<file path="src/rtl/mud_pkg.sv">
package mud_pkg;

  // Term applied to one accumulator for one matrix column.
  typedef enum logic [1:0] {
    OP_SKIP = 2'd0,
    OP_ADD  = 2'd1,
    OP_SUB  = 2'd2
  } term_op_e;

  // Accumulator width: room for the input, plus K terms of a doubled entry.
  function automatic int acc_width(int mf_w, int c_w, int k);
    int base;
    base = (mf_w > c_w + 1) ? mf_w : c_w + 1;
    return base + $clog2(k) + 2;
  endfunction

endpackage

</file>
<file path="src/rtl/mud_col_ram.sv">
module mud_col_ram #(
  parameter int DEPTH = 8,
  parameter int WIDTH = 80,
  parameter int ADW   = 3
) (
  input  logic             clk,
  input  logic             we,
  input  logic [ADW-1:0]   waddr,
  input  logic [WIDTH-1:0] wdata,
  input  logic [ADW-1:0]   raddr,
  output logic [WIDTH-1:0] rdata
);

  logic [WIDTH-1:0] mem [DEPTH];

  // Single write port, registered read: maps onto one block RAM.
  always_ff @(posedge clk) begin
    if (we) mem[waddr] <= wdata;
    rdata <= mem[raddr];
  end

endmodule

</file>
<file path="src/rtl/mud_stage.sv">
module mud_stage
  import mud_pkg::*;
#(
  parameter int K     = 8,
  parameter int MF_W  = 12,
  parameter int C_W   = 10,
  parameter int NS    = 3,
  parameter int STAGE = 1,
  parameter int AW    = 17,
  parameter int CIW   = 3
) (
  input  logic                  clk,
  input  logic                  rst,
  input  logic                  start,
  input  logic [K*MF_W-1:0]     soft_in,
  input  logic [K-1:0]          dnew_in,
  input  logic [K-1:0]          dold_in,
  input  logic [(NS+1)*K-1:0]   hist_in,
  input  logic [K*C_W-1:0]      col_data,
  output logic [CIW-1:0]        rd_col,
  output logic                  ready,
  output logic                  done,
  output logic [K*MF_W-1:0]     soft_out,
  output logic [K-1:0]          dec_out,
  output logic [(NS+1)*K-1:0]   hist_out
);

  localparam bit FIRST = (STAGE == 1);
  localparam logic signed [AW-1:0] SAT_HI = AW'((2 ** (MF_W - 1)) - 1);
  localparam logic signed [AW-1:0] SAT_LO = -SAT_HI - AW'(1);
  localparam logic [CIW-1:0] LAST_COL = CIW'(K - 1);

  logic                 busy;
  logic [CIW-1:0]       col;
  logic signed [AW-1:0] acc    [K];
  logic signed [AW-1:0] acc_nx [K];
  logic [K-1:0]         dnew, dold;
  logic [(NS+1)*K-1:0]  hist;
  term_op_e             op;

  assign done   = busy && (col == LAST_COL);
  assign ready  = !busy || done;
  // Prefetch: column c is read one cycle before it is consumed.
  assign rd_col = (busy && !done) ? col + CIW'(1) : '0;

  // The decision change of the current column's user selects the term.
  always_comb begin
    if (!FIRST && (dnew[col] == dold[col])) op = OP_SKIP;
    else if (dnew[col])                     op = OP_ADD;
    else                                    op = OP_SUB;
  end

  for (genvar r = 0; r < K; r++) begin : g_row
    logic signed [C_W-1:0] entry;
    logic signed [AW-1:0]  ext;
    logic signed [AW-1:0]  term;
    logic                  diag;

    assign entry = col_data[r*C_W +: C_W];
    assign ext   = AW'(entry);
    assign diag  = (col == CIW'(r));

    if (FIRST) begin : g_unit
      assign term = ext;
    end else begin : g_dbl
      assign term = ext <<< 1;
    end

    always_comb begin
      acc_nx[r] = acc[r];
      if (!diag) begin
        case (op)
          OP_ADD:  acc_nx[r] = acc[r] + term;
          OP_SUB:  acc_nx[r] = acc[r] - term;
          default: acc_nx[r] = acc[r];
        endcase
      end
    end

    always_comb begin
      if (acc_nx[r] > SAT_HI)      soft_out[r*MF_W +: MF_W] = SAT_HI[MF_W-1:0];
      else if (acc_nx[r] < SAT_LO) soft_out[r*MF_W +: MF_W] = SAT_LO[MF_W-1:0];
      else                         soft_out[r*MF_W +: MF_W] = acc_nx[r][MF_W-1:0];
    end

    assign dec_out[r] = acc_nx[r][AW-1];
  end

  always_comb begin
    hist_out = hist;
    hist_out[STAGE*K +: K] = dec_out;
  end

  always_ff @(posedge clk) begin
    if (rst) begin
      busy <= 1'b0;
      col  <= '0;
    end else if (start) begin
      busy <= 1'b1;
      col  <= '0;
    end else if (busy) begin
      col <= col + CIW'(1);
      if (done) busy <= 1'b0;
    end
  end

  always_ff @(posedge clk) begin
    if (start) begin
      for (int r = 0; r < K; r++) acc[r] <= AW'($signed(soft_in[r*MF_W +: MF_W]));
      dnew <= dnew_in;
      dold <= dold_in;
      hist <= hist_in;
    end else if (busy) begin
      for (int r = 0; r < K; r++) acc[r] <= acc_nx[r];
    end
  end

endmodule

</file>
<file path="src/rtl/mud_canceller.sv">
module mud_canceller
  import mud_pkg::*;
#(
  parameter int K    = 8,
  parameter int MF_W = 12,
  parameter int C_W  = 10,
  parameter int NS   = 3
) (
  input  logic                         clk,
  input  logic                         rst,
  input  logic                         cfg_we,
  input  logic [$clog2(K)-1:0]         cfg_col,
  input  logic [K*C_W-1:0]             cfg_data,
  input  logic                         in_valid,
  input  logic [K*MF_W-1:0]            in_soft,
  output logic                         out_valid,
  output logic [K-1:0]                 out_dec,
  output logic [(NS+1)*K-1:0]          out_dec_hist,
  output logic [K*MF_W-1:0]            out_soft
);

  localparam int CIW = $clog2(K);
  localparam int AW  = acc_width(MF_W, C_W, K);
  localparam int HW  = (NS + 1) * K;

  logic [K*MF_W-1:0] ch_soft [NS+1];
  logic [K-1:0]      ch_dec  [NS+1];
  logic [HW-1:0]     ch_hist [NS+1];
  logic [NS:0]       ch_done;
  logic [NS:1]       rdy;
  logic              accept;

  // Stage 0: sign decision on the matched-filter outputs.
  for (genvar r = 0; r < K; r++) begin : g_sign0
    assign ch_dec[0][r] = in_soft[r*MF_W + MF_W - 1];
  end

  assign accept     = in_valid && rdy[1];
  assign ch_done[0] = accept;
  assign ch_soft[0] = in_soft;
  assign ch_hist[0] = HW'(ch_dec[0]);

  for (genvar s = 1; s <= NS; s++) begin : g_stage
    logic [K-1:0]     old_dec;
    logic [CIW-1:0]   rd_col;
    logic [K*C_W-1:0] col_data;

    if (s == 1) begin : g_old_first
      assign old_dec = ~ch_dec[0];
    end else begin : g_old_hist
      assign old_dec = ch_hist[s-1][(s-2)*K +: K];
    end

    mud_col_ram #(
      .DEPTH (K),
      .WIDTH (K*C_W),
      .ADW   (CIW)
    ) i_ram (
      .clk   (clk),
      .we    (cfg_we),
      .waddr (cfg_col),
      .wdata (cfg_data),
      .raddr (rd_col),
      .rdata (col_data)
    );

    mud_stage #(
      .K     (K),
      .MF_W  (MF_W),
      .C_W   (C_W),
      .NS    (NS),
      .STAGE (s),
      .AW    (AW),
      .CIW   (CIW)
    ) i_stage (
      .clk      (clk),
      .rst      (rst),
      .start    (ch_done[s-1] && rdy[s]),
      .soft_in  (ch_soft[s-1]),
      .dnew_in  (ch_dec[s-1]),
      .dold_in  (old_dec),
      .hist_in  (ch_hist[s-1]),
      .col_data (col_data),
      .rd_col   (rd_col),
      .ready    (rdy[s]),
      .done     (ch_done[s]),
      .soft_out (ch_soft[s]),
      .dec_out  (ch_dec[s]),
      .hist_out (ch_hist[s])
    );
  end

  always_ff @(posedge clk) begin
    if (rst) begin
      out_valid    <= 1'b0;
      out_dec      <= '0;
      out_dec_hist <= '0;
      out_soft     <= '0;
    end else begin
      out_valid <= ch_done[NS];
      if (ch_done[NS]) begin
        out_dec      <= ch_dec[NS];
        out_dec_hist <= ch_hist[NS];
        out_soft     <= ch_soft[NS];
      end
    end
  end

endmodule

</file>
<file path="config.mk">
export PLATFORM = sky130hd
export DESIGN_NAME = mud_canceller
export DESIGN_NICKNAME = d
export VERILOG_FILES = /design/src/rtl/mud_pkg.sv /design/src/rtl/mud_col_ram.sv /design/src/rtl/mud_stage.sv /design/src/rtl/mud_canceller.sv
export SDC_FILE = /design/constraint.sdc
export NUM_CORES = 2
export LEC_CHECK = 0
export BUFFER_PORTS_ARGS = -buffer_cell sky130_fd_sc_hd__buf_4
export CAP_MARGIN = 0
export CORE_AREA = 4 4 451 453
export DETAILED_ROUTE_END_ITERATION = 7
export DIE_AREA = 0 0 455 457
export PLACE_DENSITY = 0.72
export SLEW_MARGIN = 40
export SYNTH_ARGS = -nofsm -noshare
export SYNTH_HDL_FRONTEND = slang
export SYNTH_SLANG_ARGS = --single-unit
</file>
<file path="constraint.sdc">
create_clock -name clk -period 11.15 [get_ports clk]
set_input_delay 1.6725 -clock clk [delete_from_list [all_inputs] [get_ports clk]]
set_output_delay 1.6725 -clock clk [all_outputs]
set_load 0.02 [all_outputs]
</file>
Yosys cells after proc, flatten, opt, wreduce, memory -nomap -nowiden
Memory sizes are Yosys's and may differ from the RTL's. A register that Yosys moved wholly into a read port is not among the register bits.
Cells that the tools add are included.
{ "classes": {"n_eq_ne": 29, "bitwise_logic": 24, "reduce_logical": 25, "n_mux": 164, "n_addsub": 51, "order_cmp": 51} }
{ "op_table": {"columns": ["operator", "n"], "rows": [
  ["2-to-1 mux 17 bit", 48],
  ["case mux 17 bit (2 select lines)", 24],
  ["2-to-1 mux 12 bit", 48],
  ["> comparator 17 x 12 -> 1 bit, second input constant", 24],
  ["less-than comparator 17 x 12 -> 1 bit, second input constant", 24],
  ["adder 17 x 11 -> 17 bit", 16],
  ["subtractor 17 x 11 -> 17 bit", 16],
  ["adder 17 x 10 -> 17 bit", 8],
  ["subtractor 17 x 10 -> 17 bit", 8],
  ["equality test 3 bit, second input constant", 12],
  ["2-to-1 mux 1 bit", 31],
  ["bitwise OR 1 bit", 24],
  ["equality test 3 x 2 -> 1 bit, second input constant", 6],
  ["binary-select mux 1 bit (select 3 bit)", 5],
  ["less-than comparator 3 x 4 -> 1 bit, second input constant", 3],
  ["logical AND 1 bit", 10],
  ["2-to-1 mux 2 bit", 5],
  ["adder 3 x 1 -> 3 bit, second input constant", 3],
  ["equality test 3 x 1 -> 1 bit, second input constant", 3],
  ["zero test 3 bit", 3],
  ["2-to-1 mux 3 bit", 3],
  ["equality test 2 x 1 -> 1 bit, second input constant", 3],
  ["equality test 2 bit, second input constant", 3],
  ["zero test 1 bit", 6],
  ["other kinds (3)", 8]
]} }
{ "word_totals": {"wordCells": 367, "inputBits": 183, "memories": 6, "ff_bits": 229, "ramBits": 2328, "out_inout_bits": 137} }
{ "memory_table": {"columns": ["name", "words", "word_bits", "read_ports", "rd_clocked_by_memory_dff", "wr", "line", "rtl"], "rows": [
  ["g_stage[1].i_ram.mem", 8, 80, 1, 1, 1, "mud_col_ram.sv:14", "logic [WIDTH-1:0] mem [DEPTH];"],
  ["g_stage[2].i_ram.mem", 8, 80, 1, 1, 1, "mud_col_ram.sv:14", null],
  ["g_stage[3].i_ram.mem", 8, 80, 1, 1, 1, "mud_col_ram.sv:14", null],
  ["g_stage[1].i_stage.acc", 8, 17, 8, 0, 8, "mud_stage.sv:35", "logic signed [AW-1:0] acc [K];"],
  ["g_stage[2].i_stage.acc", 8, 17, 8, 0, 8, "mud_stage.sv:35", null],
  ["g_stage[3].i_stage.acc", 8, 17, 8, 0, 8, "mud_stage.sv:35", null]
]} }

Logic depth before layout (Yosys ltp)
{ "depth": {"word_depth": 11, "depth_mapped": 25, "ltp_nobuf": 19} }

Cells and area by module
Synthesis repeated with hierarchy kept, for this count alone.
{ "hier_totals": {"hier_cells": 9616, "hier_area_um2": 133967.2} }
{ "modules_own_cells": {"columns": ["module", "instances", "area_per_inst_um2", "cells_per_inst", "seq_area_each_um2"], "rows": [
  ["mud_col_ram", 3, 25654.6, 1018, 20820.0],
  ["mud_stage (g_stage[1].i_stage)", 1, 17858.4, 2112, 5124.9],
  ["mud_stage (g_stage[3].i_stage)", 1, 17056.4, 1996, 5365.1],
  ["mud_stage (g_stage[2].i_stage)", 1, 17053.9, 2002, 5365.1],
  ["mud_canceller", 1, 5034.8, 452, 2742.6]
]} }

Least setup slack after synthesis
OpenSTA, ideal clock, no wires.
{ "synth_timing": {"path_type": "in2reg", "startpoint": "in cfg_col[0]", "endpoint": "mem g_stage[3].i_ram.mem[0][0], enable pin", "n_path_buf": 0, "arrival_ns": 7.275, "required_time_ns": 10.532, "setup_ns": 0.618, "slack_ns": 3.257, "cell_stages": 2, "path_cell_list": "nand2b_1 -> nor3_1"} }
{ "synth_lines": {"columns": ["element", "line", "rtl"], "rows": [
  ["start: declaration", "mud_canceller.sv:12", "input logic [$clog2(K)-1:0] cfg_col,"],
  ["end: declaration", "mud_col_ram.sv:14", null]
]} }
Straight into the memory's write port.

==> key figures <==
STA
  – Worst hold margin: 0.4459 ns
  – FMAX: ~0.15 GHz
  – PnR worst setup slack: 4.458 ns
  – Setup Viol. Count Final: 0
  – Slew Viols, Final: 0
  – Fin crit share: 0.6002
  – RSZ-0062 raised after global routing: no
  – Actual slew at the worst max-slew pin: 1.036 ns
  – Clk_skew: ~0.036 ns
  – Setup_tns: 0 ns
  – Slew margin rel.: 0.3020
  – Hold Fails Final Rpt: 0
  – Fin crit period: 6.692 ns

Global route
  – First-pass GRT wire length: 440,900 µm
  – GRT Residual Overflow: 0
  – Overall routing resource usage: 0.2779
  – Vias in the first global route: 70,050
  – Largest net degree at the start of global routing: 161
  – Initial antenna violation count: 46

Power
  – Leak: 37.39 nW
  – PD cells: 156.8 nW/µm²
  – Peak supply drop: 0.1088 mV

Detailed routing
  – Final wirelength: 300,100 µm
  – Wire per inst: ~26 µm
  – Highest metal used: met5
  – DR DRC count: 0
  – Wire length on met1: 122,500 µm
  – DR pass1 iterations: 6
  – WL met2: 126,000 µm
  – Via count: roughly 75,000
  – First DRT Iteration DRCs: 9,531
  – Via density per instance: 6.422
  – Post-route ant nets: 0
  – Met3 Wirelength: around 38,000 µm

Placement
  – Number of port buffers: approximately 320
  – Final HPWL DP: roughly 210,000 µm
  – Setup slack at placement: 4.267 ns
  – Area post-placement: 94,170 µm²
  – Gpl congestion: 0.9653

Worst setup path
  – Crit end category: flip-flop
  – FF-to-FF path depth: 17
  – R2r endpoint: g_stage[3].i_stage.acc[0][104]
  – Worst path bufs/invs: 1
  – R2R Path Start: g_stage[2].i_stage.col[0]
  – Max stage delay on crit path: about 0.67 ns
  – Cells along the critical path: mux4_2 > mux2i_1 > ha_4 > buf_4 > mux2_2 > fa_1 > nor2b_1 > o21a_1 > o21ai_1 > a2111oi_2 > nor4b_1 > or3_1 > nand3_1 > o21ai_0 > or4_1 > o31ai_4 > a221o_1
  – Crit-path max FO: 65
  – Largest delay share family, worst path: compound AO/OA/AOI/OAI gates
  – Critical path type: flip-flop to flip-flop
  – Worst Path Required: 11.82 ns
  – CP Launch Type: flip-flop
  – Worst R2R Setup Slack: between 4 and 5 ns
  – CP arrival: 7.36 ns
  – Slowest CP cell: ha_4

Synthesis
  – Synth Cell Area: 89,370 µm²
  – Seq/Total Area, Yosys: 0.4536
  – Post-synth ARST share: 0
  – Post-synth net total: 9,393
  – Synth cell types: 106
  – Synth warn: 0
  – Synth Register Bits: 1,477
  – Synthesized instance count: 8,774
  – Mapped Avg Cell Area: 10.19 µm²
  – Top_reg_cell synth: edfxtp_1
  – Post-synth EDFFs: roughly 1,100

Final layout
  – Finished Cell Area: 99,810 µm²
  – Reg area: 40,540 µm²
  – Area growth, synth to finish: 11.68%
  – Commonest non-fill, non-tap cell in the layout: edfxtp_1
  – Fillers: 17,480
  – Multi-input gate area: 46,200 µm²
  – Most frequent cells in the layout: edfxtp_1 (1,096), nand2_1 (825), a21oi_1 (806)
  – Share of cells above drive strength 1: 0.1199
  – Final #Nets: 9,429

Worst hold path
  – Start point of the worst hold path: out_soft[72]
  – End of the worst hold path: out_soft[72]
  – Hold Path Stages: 2
  – Hold Crit Class: flip-flop to flip-flop

Run
  – Max-Cap Viols: 0

Clock network
  – CTS tree: built
  – Clock Path Buffers: 3
  – Clock root cell: clkbuf_16
  – H-tree Lvls: 4
  – Worst skew pair latency: 0.83 ns
  – Resize count post-CTS: 0
  – Clock input transition at the sequential cells of the worst setup and hold paths: 0.06 ns
  – CTS Hold Bufs: 0
  – CTS Buf Count: approximately 160
  – Clock sinks: about 1,500
  – Post-CTS setup buffers: 0

Floorplan
  – IO Pins: 320
  – Die Footprint: 207,900 µm²
  – Area of the core: 199,200 µm²
  – Initial Util: 0.4485
  – Die height: approximately 460 µm
  – Die Wd: 455 µm
  – Row count: about 160

Outcome
  – Status: completed
state kept, by name, indices dropped and copies added, names as in the netlist:
name                  cells
g_stage.i_ram.mem       640
g_stage.i_stage.acc     408
g_stage.i_ram.rdata     240
out_soft                 96
g_stage.i_stage.dnew     24
out_dec_hist             24
g_stage.i_stage.dold     14
g_stage.i_stage.hist     10
g_stage.i_stage.col       9
out_dec                   8
g_stage.i_stage.busy      3
out_valid                 1
cell usage after synthesis (54+ instances only):
library cell / instances / area (µm²)
a21oi_1: 811 / 4059
nor2_1: 778 / 2920
o21bai_1: 109 / 818.3
o221ai_1: 272 / 2382
a31oi_1: 141 / 882.1
xor2_1: 121 / 1060
o21a_1: 120 / 900.9
xnor2_1: 316 / 2768
o211ai_1: 54 / 405.4
o21ai_0: 679 / 3398
edfxtp_1: 1096 / 32910
nand2b_1: 129 / 807.0
ha_1: 412 / 5155
mux2i_1: 174 / 1742
dfxtp_1: 381 / 7627
clkbuf_1: 448 / 1682
nor2b_1: 68 / 425.4
o22ai_1: 106 / 663.1
nand3_1: 90 / 450.4
a211oi_1: 84 / 630.6
mux4_2: 250 / 5630
buf_1: 59 / 221.5
nand2_1: 828 / 3108
a21o_1: 172 / 1291
nor3_1: 202 / 1011
inv_1: 220 / 825.8
cells by family after synthesis:
logic type | after synthesis | synth area share
muxes | 451 | 0.08618
xor gates and xnor gates | 439 | 0.04319
DFF | 1477 | 0.4536
and+or+nand+nor | 2347 | 0.1173
adders and majority gates | 436 | 0.06306
AOI/OAI and AO/OA | 2859 | 0.2037
buffers and inverters | 765 | 0.03298
routing by layer:
| layer | vias to the layer above | global-route usage |
|---|---|---|
| met5 | - | 0 |
| met4 | 30 | 0.1207 |
| met3 | 785 | 0.08080 |
| met2 | 4476 | 0.4011 |
| met1 | 35980 | 0.3875 |
| li1 | 33400 | - |
stage by stage:
stage          power, mW    util  std cells
5_1_grt            16.29  0.5007      11610
2_1_floorplan      9.124       -       8774
6_report           15.65  0.5009      11630
3_5_place_dp       10.18  0.4726      11300
3_3_place_gp       10.10  0.4715      11300
4_1_cts            15.59  0.4997      11590
worst max path at each step:
stage	cells past startpoint	end	startpoint	slack (ns)
4_1_cts	17	g_stage[3].i_stage.acc[0][104]	g_stage[2].i_stage.col[0]	4.25
2_1_floorplan	2	g_stage[3].i_ram.mem[0][0]	cfg_col[0]	3.26
6_report	17	g_stage[3].i_stage.acc[0][104]	g_stage[2].i_stage.col[0]	4.46
5_1_grt	17	g_stage[3].i_stage.acc[0][104]	g_stage[2].i_stage.col[0]	4.16
3_5_place_dp	17	g_stage[3].i_stage.acc[0][104]	g_stage[2].i_stage.col[0]	4.27
3_3_place_gp	17	g_stage[3].i_stage.acc[0][76]	g_stage[2].i_stage.col[0]	4.41
tightest hold or removal path, cell delays in order (launching register included):
cell     delay, ns
dfxtp_1       0.31
nand2_1       0.05
nand2_1       0.04
power breakdown:
| group | total (mW) | internal (mW) | switching (mW) | leakage [nW] |
|---|---|---|---|---|
| combinational | 3.72 | 1.43 | 2.29 | 21.5 |
| clock | 5.45 | 3.13 | 2.32 | 2.65 |
| sequential | 6.48 | 6.24 | 0.246 | 13.2 |
| total | 15.7 | 10.8 | 4.85 | 37.4 |
cell type report:
cell class                 instances  area share
inverter                         228    0.008625
antenna                           27   0.0006769
clock inverter                    80    0.008800
multi-input combinational       6532      0.4629
timing repair buffer             415     0.03426
sequential                      1477      0.4062
clock buffer                     212     0.04525
tap                             2656     0.03330
Note: power is estimated with default switching activity, not from simulation.
